$ cat config.mk
export PLATFORM = sky130hd
export DESIGN_NAME = uart_irq_ident
export DESIGN_NICKNAME = d
export VERILOG_FILES = /design/src/rtl/uart_irq_pkg.sv /design/src/rtl/uart_irq_ctrl_regs.sv /design/src/rtl/uart_irq_prio.sv /design/src/rtl/uart_irq_ident.sv
export SDC_FILE = /design/constraint.sdc
export NUM_CORES = 1
export LEC_CHECK = 0
export BUFFER_PORTS_ARGS = -buffer_cell sky130_fd_sc_hd__buf_2
export CAP_MARGIN = 40
export CORE_MARGIN = 5
export CORE_UTILIZATION = 39
export DETAILED_ROUTE_END_ITERATION = 10
export PLACE_DENSITY_LB_ADDON = 0.08
export SLEW_MARGIN = 20
export SYNTH_ARGS = -nofsm -noshare
export SYNTH_HDL_FRONTEND = slang
export SYNTH_SLANG_ARGS = --single-unit
export TNS_END_PERCENT = 30
$ cat constraint.sdc
create_clock -name clk -period 2.3 [get_ports clk]
set_input_delay 0.115 -clock clk [delete_from_list [all_inputs] [get_ports clk]]
set_output_delay 0.115 -clock clk [all_outputs]
set_load 0.01 [all_outputs]
$ cat src/rtl/uart_irq_pkg.sv
// Shared codes and bit positions for the interrupt identifier.
// Assumes a four-bit enable register and a four-bit ID nibble.
package uart_irq_pkg;
    localparam int EN_W     = 4;
    localparam int EN_RX    = 0;
    localparam int EN_TX    = 1;
    localparam int EN_LINE  = 2;
    localparam int EN_MODEM = 3;

    typedef enum logic [3:0] {
        ID_MODEM   = 4'h0,
        ID_NONE    = 4'h1,
        ID_THRE    = 4'h2,
        ID_RXDATA  = 4'h4,
        ID_LINE    = 4'h6,
        ID_TIMEOUT = 4'hC
    } irq_id_e;
endpackage

$ cat src/rtl/uart_irq_ctrl_regs.sv
// Holds the interrupt enable register and the transmit-empty pending flag.
// Assumes all strobes are single-cycle pulses; set requests win over clears.
module uart_irq_ctrl_regs
    import uart_irq_pkg::*;
(
    input  logic            clk,
    input  logic            rst_n,
    input  logic            ier_wr,
    input  logic [7:0]      ier_wdata,
    input  logic            iir_rd,
    input  logic            thr_wr,
    input  logic            tx_empty_evt,
    input  logic            thr_empty,
    input  irq_id_e         shown_id,
    output logic [EN_W-1:0] en_q,
    output logic            thr_pend_q
);
    logic pend_set;
    logic pend_clr;

    // Decode the set and clear requests for the pending flag.
    always_comb begin
        pend_set = tx_empty_evt || (ier_wr && thr_empty);
        pend_clr = thr_wr || (iir_rd && (shown_id == ID_THRE));
    end

    // Store the enable bits on a write strobe.
    always_ff @(posedge clk) begin
        if (!rst_n)
            en_q <= '0;
        else if (ier_wr)
            en_q <= ier_wdata[EN_W-1:0];
    end

    // Update the transmit-empty pending flag.
    always_ff @(posedge clk) begin
        if (!rst_n)
            thr_pend_q <= 1'b0;
        else if (pend_set)
            thr_pend_q <= 1'b1;
        else if (pend_clr)
            thr_pend_q <= 1'b0;
    end

    p_evt_sets_r8: assert property (@(posedge clk) disable iff (!rst_n)
        tx_empty_evt |=> thr_pend_q);
    p_wr_clears_r8: assert property (@(posedge clk) disable iff (!rst_n)
        (thr_wr && !tx_empty_evt && !(ier_wr && thr_empty)) |=> !thr_pend_q);
    p_rearm_r9: assert property (@(posedge clk) disable iff (!rst_n)
        (ier_wr && thr_empty) |=> thr_pend_q);
    p_read_clears_r10: assert property (@(posedge clk) disable iff (!rst_n)
        (iir_rd && shown_id == ID_THRE && !tx_empty_evt && !(ier_wr && thr_empty))
        |=> !thr_pend_q);
    p_read_other_keeps_r10: assert property (@(posedge clk) disable iff (!rst_n)
        (iir_rd && shown_id != ID_THRE && !thr_wr && !tx_empty_evt && !ier_wr)
        |=> thr_pend_q == $past(thr_pend_q));
    p_ier_store_r2: assert property (@(posedge clk) disable iff (!rst_n)
        ier_wr |=> en_q == $past(ier_wdata[EN_W-1:0]));
endmodule

$ cat src/rtl/uart_irq_prio.sv
// Combinational fixed-priority selector of the interrupt ID nibble.
// Assumes status inputs are levels; the timeout source shares the receive enable.
module uart_irq_prio
    import uart_irq_pkg::*;
#(
    parameter int CNT_W = 5
) (
    input  logic [EN_W-1:0]  en,
    input  logic [3:0]       line_err,
    input  logic             rx_timeout,
    input  logic             data_ready,
    input  logic             fifo_en,
    input  logic [CNT_W-1:0] rx_count,
    input  logic [CNT_W-1:0] trig_level,
    input  logic             thr_pend,
    input  logic [3:0]       msr_delta,
    output irq_id_e          id
);
    logic line_act;
    logic tmo_act;
    logic rx_act;
    logic tx_act;
    logic mdm_act;
    logic level_ok;

    // Qualify each source with its enable bit.
    always_comb begin
        level_ok = !fifo_en || (rx_count >= trig_level);
        line_act = en[EN_LINE] && (|line_err);
        tmo_act  = en[EN_RX] && rx_timeout;
        rx_act   = en[EN_RX] && data_ready && level_ok;
        tx_act   = en[EN_TX] && thr_pend;
        mdm_act  = en[EN_MODEM] && (|msr_delta);
    end

    // Pick the most urgent active source.
    always_comb begin
        if (line_act)      id = ID_LINE;
        else if (tmo_act)  id = ID_TIMEOUT;
        else if (rx_act)   id = ID_RXDATA;
        else if (tx_act)   id = ID_THRE;
        else if (mdm_act)  id = ID_MODEM;
        else               id = ID_NONE;
    end
endmodule

$ cat src/rtl/uart_irq_ident.sv
// Top of the interrupt identifier: enable/pending registers, priority
// selector and the registered identification byte and interrupt line.
// Assumes strobes are single-cycle pulses from the bus decoder.
module uart_irq_ident
    import uart_irq_pkg::*;
#(
    parameter int CNT_W = 5
) (
    input  logic             clk,
    input  logic             rst_n,
    input  logic             ier_wr,
    input  logic [7:0]       ier_wdata,
    input  logic             iir_rd,
    input  logic             thr_wr,
    input  logic             tx_empty_evt,
    input  logic             thr_empty,
    input  logic [3:0]       line_err,
    input  logic             data_ready,
    input  logic             rx_timeout,
    input  logic             fifo_en,
    input  logic [CNT_W-1:0] rx_count,
    input  logic [CNT_W-1:0] trig_level,
    input  logic [3:0]       msr_delta,
    output logic [EN_W-1:0]  ier_q,
    output logic [7:0]       iir_byte,
    output logic             irq
);
    irq_id_e id_next;
    irq_id_e id_q;
    logic    fifo_q;
    logic    thr_pend;

    uart_irq_ctrl_regs u_regs (
        .clk          (clk),
        .rst_n        (rst_n),
        .ier_wr       (ier_wr),
        .ier_wdata    (ier_wdata),
        .iir_rd       (iir_rd),
        .thr_wr       (thr_wr),
        .tx_empty_evt (tx_empty_evt),
        .thr_empty    (thr_empty),
        .shown_id     (id_q),
        .en_q         (ier_q),
        .thr_pend_q   (thr_pend)
    );

    uart_irq_prio #(.CNT_W(CNT_W)) u_prio (
        .en         (ier_q),
        .line_err   (line_err),
        .rx_timeout (rx_timeout),
        .data_ready (data_ready),
        .fifo_en    (fifo_en),
        .rx_count   (rx_count),
        .trig_level (trig_level),
        .thr_pend   (thr_pend),
        .msr_delta  (msr_delta),
        .id         (id_next)
    );

    // Register the selected ID, the FIFO flag and the interrupt level.
    always_ff @(posedge clk) begin
        if (!rst_n) begin
            id_q   <= ID_NONE;
            fifo_q <= 1'b0;
            irq    <= 1'b0;
        end else begin
            id_q   <= id_next;
            fifo_q <= fifo_en;
            irq    <= (id_next != ID_NONE);
        end
    end

    // Assemble the readable identification byte.
    always_comb iir_byte = {fifo_q, fifo_q, 2'b00, id_q};

    p_quiet_r1: assert property (@(posedge clk) disable iff (!rst_n)
        (ier_q == '0) |=> (iir_byte[3:0] == ID_NONE) && !irq);
    p_line_first_r3: assert property (@(posedge clk) disable iff (!rst_n)
        (ier_q[EN_LINE] && (|line_err)) |=> iir_byte[3:0] == ID_LINE);
    p_timeout_masked_r4: assert property (@(posedge clk) disable iff (!rst_n)
        !ier_q[EN_RX] |=> (iir_byte[3:0] != ID_TIMEOUT) && (iir_byte[3:0] != ID_RXDATA));
    p_below_level_r5: assert property (@(posedge clk) disable iff (!rst_n)
        (fifo_en && rx_count < trig_level && !rx_timeout) |=> iir_byte[3:0] != ID_RXDATA);
    p_fifo_bits_r11: assert property (@(posedge clk) disable iff (!rst_n)
        1'b1 |=> (iir_byte[7:6] == {2{$past(fifo_en)}}) && (iir_byte[5:4] == 2'b00));
    p_irq_level_r12: assert property (@(posedge clk) disable iff (!rst_n)
        irq == (iir_byte[3:0] != ID_NONE));
endmodule

; ---- After elaboration in Yosys (flattened, before gate mapping)
; Cells that the tools add are included.
[word_totals]
ff_bits = 11
output_inout_bits = 13
word_cells = 30
[classes]
n_lt_le_gt_ge = 1
eq_ne = 2
mux = 7
reduce_logical = 15
[ops]
columns = op, n
row1 = $mux 4, 4
row2 = $logic_and 1x1->1, 8
row3 = $reduce_or 4->1, 2
row4 = $ge 5x5->1, 1
row5 = $eq 4x2->1 const B, 1
row6 = $ne 4x1->1 const B, 1
row7 = $logic_or 1x1->1, 3
row8 = $mux 1, 3
row9 = $reduce_bool 2->1, 1
row10 = $logic_not 1->1, 1

; ---- Logic depth before layout (Yosys ltp)
; Gate-level depths: netlist (run 1).
[depth]
depth_word = 8
depth_mapped = 6

; ---- Cells and area by module
; A second synthesis (run 1) with hierarchy kept.
[unflattened]
hier_cells = 66
area_unflattened_um2 = 628.1
[modules_own_cells]
columns = mod, instances, cells_per_inst, area_per_inst_um2, seq_area_each_um2
row1 = uart_irq_prio, 1, 29, 222.7, 0.0
row2 = uart_irq_ctrl_regs, 1, 19, 207.7, 100.1
row3 = uart_irq_ident, 1, 18, 197.7, 120.1

; ---- Worst setup path before layout (run 1)
; No wires, ideal clock.
[synth_path]
kind = input-to-reg
startpoint = in trig_level[2]
endpoint = reg irq
setup_time_ns = 0.115
arrival_ns = 1.074
required_time_ns = 2.185
path_slack_ns = 1.112
cell_stages = 6
cell_sequence = inv_1 -> ha_1 -> a21o_1 -> a31oi_2 -> o221ai_2 -> o21a_1
[synth_via]
elab_chain_len = 7
[synth_rtl]
columns = item, line
row1 = from (decl), uart_irq_ident.sv:22  ; input logic [CNT_W-1:0] trig_level,
row2 = $ge 5x5->1, uart_irq_prio.sv:28  ; level_ok = !fifo_en || (rx_count >= trig_level);
row3 = $logic_or 1x1->1, uart_irq_prio.sv:28
row4 = $logic_and 1x1->1, uart_irq_prio.sv:31  ; rx_act = en[EN_RX] && data_ready && level_ok;
row5 = $mux 4, uart_irq_prio.sv:40  ; else if (rx_act) id = ID_RXDATA;
row6 = $mux 4, uart_irq_prio.sv:39  ; else if (tmo_act) id = ID_TIMEOUT;
row7 = $mux 4, uart_irq_prio.sv:38  ; if (line_act) id = ID_LINE;
row8 = $ne 4x1->1, uart_irq_ident.sv:69  ; irq <= (id_next != ID_NONE);
row9 = to (signal assigned), uart_irq_ident.sv:69
row10 = to (decl), uart_irq_ident.sv:26  ; output logic irq
; Every way passes these cells.
; A chain may end at the register's enable or synchronous reset.

; ---- Final worst setup path (run 1)
[layout_path]
startpoint = in rx_count[2]
endpoint = reg id_q[1]
[layout_via]
elab_chain_len = 6
[layout_rtl]
columns = item, line
row1 = from (decl), uart_irq_ident.sv:21  ; input logic [CNT_W-1:0] rx_count,
row2 = $ge 5x5->1, uart_irq_prio.sv:28
row3 = $logic_or 1x1->1, uart_irq_prio.sv:28
row4 = $logic_and 1x1->1, uart_irq_prio.sv:31
row5 = $mux 4, uart_irq_prio.sv:40
row6 = $mux 4, uart_irq_prio.sv:39
row7 = $mux 4, uart_irq_prio.sv:38
row8 = to (signal assigned), uart_irq_ident.sv:67  ; id_q <= id_next;
row9 = to (decl), uart_irq_ident.sv:29  ; irq_id_e id_q;
; Every way passes these cells.

==> results of run 1 <==
[final cells by class]
cell class	instances	area, um^2
Multi-Input combinational cell	39	309
Timing Repair Buffer	42	210
Tap cell	16	20.0
Clock buffer	4	26.3
Fill cell	150	656
Sequential cell	11	220
Inverter	8	30.0
[through the flow]
step	power [mW]	instance area (um^2)	utilization, %	setup slack (ns)	instances
after floorplan	0.270	593	-	1.11	63
after global placement	0.309	790	53.7	0.959	116
after detailed placement	0.312	790	53.7	0.916	116
after CTS	0.440	816	55.4	1.20	120
after global routing	0.464	816	55.4	1.16	120
final	0.432	816	55.4	1.23	120
[tightest hold or removal path, stage by stage]
cell	delay, ns
buf_2	0.08
mux2i_1	0.06
nor2_1	0.07
[flip-flops by register name, indices dropped and copies added, names as in the netlist]
register           count
fifo_q                 1
u_regs.en_q            4
id_q                   4
irq                    1
u_regs.thr_pend_q      1
[metal layers]
layer  vias up  GRT usage, %  share of wire, %
li1        292             -                 -
met1       245          12.4                41
met2        25          17.8                48
met3         0          6.42                11
met4         0          1.35                 0
met5         -             0                 0
[power by group through the flow]
stage | sequential [mW] | combinational, mW | clock (mW)
6_report | 0.209 | 0.0955 | 0.127
4_1_cts | 0.210 | 0.0977 | 0.133
3_3_place_gp | 0.214 | 0.0951 | 0
3_5_place_dp | 0.214 | 0.0978 | 0
5_1_grt | 0.211 | 0.110 | 0.143
2_1_floorplan | 0.219 | 0.0516 | 0
[logic make-up (layout without fill, tap and decap cells)]
kind of cell,after synthesis,count (layout)
and+or+nand+nor,16,16
AOI/OAI and AO/OA,12,12
DFF,11,11
other,1,2
muxes,4,4
buffers and inverters,13,54
adders and majority gates,5,5
[placed cells by master, fill, tap and decap left out, drive strengths merged, types with 2 or more instances in the layout]
cell type  synthesis  layout
buf                4      42
dfxtp             11      11
inv                8       8
nor2               5       5
nand2              5       5
ha                 5       5
mux2i              4       4
clkbuf             1       4
o21a               2       2
a21oi              2       2
conb               1       2
o41ai              2       2
[final timing paths]
check / start / endpoint / slack, ns / cells past startpoint
worst min-delay path: ier_wdata[3] / u_regs.en_q[3] / 0.09 / 3
worst max-delay path: rx_count[2] / id_q[1] / 1.23 / 6
worst min register to register: u_regs.thr_pend_q / u_regs.thr_pend_q / 0.50 / 2
worst max register to register: u_regs.en_q[0] / id_q[0] / 1.28 / 3
==> reports/metrics.cfg, run 1 <==
[pwr]
netSwitchingFraction_pct = 26.1
ir_worst_vdd_v = 0.000375
pwr-share-clk_pct = 29.4
powerDensity_nw_per_um2 = 530
power_frac_seq_pct = 48.5
p_int_uw = 319
net-switching-power_uw = 113
p_leak_nw = 0.453
share_comb_of_total_power_pct = 22.1

[global_routing]
grtUsageTotal_pct = 10.9
grt_pass1_wl_um = 2120
gr-total-overflow = 0
grt_pass1_vias = 555
antenna_found_initial = 0
grt_max_degree = 9

[route]
drtPass1Iterations = 4
post_drt_wl_per_cell_um = 10.5
wl_um = 1250
via_per_inst = 4.68
drtAntennaViolNets = 0
drt_iter0_drc = 6
drc = 0
vias = 562

[critical_path]
slowest_delay_ns = 0.31
path_buf_inv = 1
critPathKind = input pin to flip-flop
crit_path_top_delay_cell = ha_1
cp_max_fo = 4
cp.required_ns = 2.48
path_cells = buf_2 -> ha_1 -> a21o_1 -> a31oi_2 -> o221ai_2 -> o31ai_2
start_kind = input pin
crit_family = compound AO/OA/AOI/OAI gates
cp-end-kind = flip-flop
cp_data_arrival_time_ns = 1.25

[yosys]
yosysMostFrequentCell = dfxtp_1
synth_mux_area_share_pct = 6.79
synth_compound_area_share_pct = 20.8
yosys.area.top_type = dfxtp_1
synth_edf_count = 0
ys_seq_area_share_pct = 37.4
synthXorXnorAreaFrac_pct = 0
yosys-top-cells-count = 11 x dfxtp_1, 8 x inv_1, 5 x ha_1, 5 x nand2_1, 5 x nor2_1
synthSimpleGateAreaFrac_pct = 13.0
synth_top_area_share_pct = 37.4
yosys_warnings = 0
synthFlopType = dfxtp_1
synth_top_family_by_area = compound AO/OA/AOI/OAI gates
synth_cell_types = 25
synth.area.top_cells = dfxtp_1 37%, ha_1 11%, mux2i_1 6.8%
synth_area_per_cell_um2 = 9.51
ys_ff_latch = 11
async_reset_ff_share_pct = 0
netlist_area_um2 = 589
syn_inst = 62
synthAdderAreaFrac_pct = 10.6

[floorplanning]
coreArea_um2 = 1470
die_w_um = 48.9
die_h_um = 48.9
io_pins = 49
start_util_pct = 40.1
die_area_um2 = 2390
rows = 14

[place]
routabilityCongestion = 0.721
port_buffers = 42
dp_hpwl_um = 1120

[timing]
hold_violations = 0
max_freq_mhz = 930
holdWs_ns = 0.0880
finalMaxSlewViolations = 0
fin_crit_ns = 1.07
rsz0062_at_grt = false
fin_crit_sh_pct = 46.7
tns_ns = 0
setup_viol = 0
worst_clock_skew_ns = 0.00412

[cells_and_area]
drive_gt1_share_pct = 48.1
fin_nets = 146
area_growth_syn_to_layout_pct = 38.4
antenna-diode-count = 0

[clocking]
cts_resized = 0
clock_path_buffers = 2
cts_buffers = 3
htree_levels = 1
tritoncts = yes
clock_sinks = 11
path_clk_slew_ns = 0.07
cts_hold_buf = 0
clk_latency_ns = 0.26
postCtsSetupRepairBufs = 0
clockRootBuffer = clkbuf_4

[flow_run]
maxCapViolations = 0

[status]
status = complete, no violations

[hold_path]
hold_class = input pin to flip-flop

Note: power is estimated with default switching activity, not from simulation.
==> run 2, diff against run 1 <==
Settings changed: CORE_UTILIZATION 39 to 33.
Clock period 2.3 ns to 0.95 ns, I/O delays scaled along.
==> reports/metrics.cfg, run 2 (synthesis results as in run 1) <==
[route]
vias = 572  ; was 562
drtPass1Iterations = 2  ; was 4
drt_iter0_drc = 1  ; was 6
via_per_inst = 4.30  ; was 4.68
drtAntennaViolNets = 0  ; unchanged
met2_length_um = 620  ; was 598 um
wl_met1_um = 609  ; was 519 um
top_layer = met4  ; was met3
drc = 0  ; unchanged
wl_um = 1420  ; was 1250 um
wl_met3_um = 168  ; was 135 um
post_drt_wl_per_cell_um = 10.7  ; was 10.5 um

[clocking]
clk_latency_ns = 0.27  ; was 0.26 ns
tritoncts = yes  ; unchanged
htree_levels = 1  ; unchanged
clockRootBuffer = clkbuf_4  ; unchanged
clock_path_buffers = 2  ; unchanged
path_clk_slew_ns = 0.07  ; about the same
cts_hold_buf = 0  ; unchanged
cts_buffers = 3  ; unchanged
clock_sinks = 11  ; unchanged

[cells_and_area]
fin_nets = 150  ; was 146
drive_gt1_share_pct = 56.5  ; was 48.1%
layoutNonFillerInstCount = 133  ; was 120
layout_commonest_cell = buf_2  ; unchanged
reg.largest.list = id_q (4), u_regs.en_q (4)  ; unchanged
layout_common_cells = 42 x buf_2, 9 x dfxtp_1, 7 x inv_1  ; was 42 x buf_2, 11 x dfxtp_1, 8 x inv_1
post-route-util_pct = 53.8  ; was 55.4%
antenna-diode-count = 0  ; unchanged
area_growth_syn_to_layout_pct = 55.8  ; was 38.4%

[flow_run]
maxCapViolations = 0  ; unchanged

[pwr]
ir_worst_vdd_v = 0.000750  ; was 0.000375 V
p_leak_nw = 0.482  ; was 0.453 nW
powerDensity_nw_per_um2 = 1200  ; was 530 nW/um^2

[floorplanning]
rows = 15  ; was 14
die_area_um2 = 2730  ; was 2390 um^2
die_h_um = 52.3  ; was 48.9 um
start_util_pct = 34.5  ; was 40.1%
coreArea_um2 = 1710  ; was 1470 um^2
io_pins = 49  ; unchanged
die_w_um = 52.3  ; was 48.9 um

[timing]
setup_viol = 0  ; unchanged
tns_ns = 0  ; unchanged
worst_clock_skew_ns = 0.00244  ; was 0.00412 ns
hold_violations = 0  ; unchanged
fin_ws_ns = 0.0165  ; was 1.23 ns
max_freq_mhz = 1070
rsz0062_at_grt = true  ; was false
fin_crit_ns = 0.933
fin_crit_sh_pct = 98.3
finalMaxSlewViolations = 0  ; unchanged

[critical_path]
cp-end-kind = flip-flop  ; unchanged
cp_max_fo = 5  ; was 4
cp_data_arrival_time_ns = 1.08  ; was 1.25 ns
critPathKind = flip-flop to flip-flop  ; was input pin to flip-flop
start_kind = flip-flop  ; was input pin
cp.required_ns = 1.10  ; was 2.48 ns

[place]
pre_cts_ws_ns = -0.234  ; was 0.916 ns
dp_hpwl_um = 1180  ; was 1120 um
dp_cells = 128  ; was 116
routabilityCongestion = 0.679  ; was 0.721
port_buffers = 42  ; unchanged

[global_routing]
grt_max_degree = 9  ; unchanged
grt_pass1_wl_um = 2260  ; was 2120 um
grtUsageTotal_pct = 11.6  ; was 10.9%
gr-total-overflow = 0  ; unchanged
grt_pass1_vias = 543  ; was 555
antenna_found_initial = 0  ; unchanged

[status]
status = complete, no violations  ; unchanged

[hold_path]
hold_class = input pin to flip-flop  ; unchanged

## run 2: cell count changes in the layout (fill, tap and decap cells not counted), moves of 2 or more
cell,before,now
ha_4,0,2
buf_4,0,4
ha_1,5,3
dfxtp_1,11,9
## run 2: critical path, stage by stage, from the launching register on
cell	delay [ns]
dfxtp_4	0.37
nand4_1	0.09
o221ai_2	0.27
o21ai_1	0.10
## run 2: cell type report
| class | instances | area [um^2] |
|---|---|---|
| inverter | 8 | 30.0 |
| tap | 25 | 31.3 |
| multi-input combinational | 39 | 365 |
| fill | 176 | 790 |
| clock buffer | 4 | 26.3 |
| timing repair buffer | 46 | 240 |
| sequential | 11 | 225 |
## run 2: per-layer routing
metal  GRT usage (%)  up-vias
met3            5.98        4
met2            17.4       28
li1                -      299
met4            5.11        0
met5               0        -
met1            13.7      241
## run 2: per-stage QoR
stage	power [mW]	hold slack (ns)	instance area (um^2)
global placement	0.792	0.279	865
detailed placement	0.795	0.287	865
finish	1.10	0.0115	918
global route	1.18	0.0177	918
floorplan	0.681	0.127	634
CTS	1.12	0.00407	898
## run 2: final timing paths
check	start	to	slack, ns	cells after the start
worst max-delay path	u_regs.en_q[0]	id_q[0]	0.02	3
worst max register to register	u_regs.en_q[0]	id_q[0]	0.02	3
worst min register to register	u_regs.thr_pend_q	u_regs.thr_pend_q	0.49	2
worst min-delay path	ier_wdata[0]	u_regs.en_q[0]	0.01	3
## run 2: timing repair
| action | 4_1_cts | 5_1_grt |
|---|---|---|
| gates cloned | 0 | 0 |
| endpoints found under the setup margin | 6 | 6 |
| pin swaps | 2 | 5 |
| buffers inserted | 0 | 1 |
| resized for setup | 2 | 3 |
## run 2: report_power, final
part	switching (mW)	internal, mW	total (mW)	leakage (nW)
Combinational	0.126	0.151	0.277	0.375
Sequential	0.0215	0.491	0.512	0.0921
Clock	0.149	0.163	0.311	0.0150
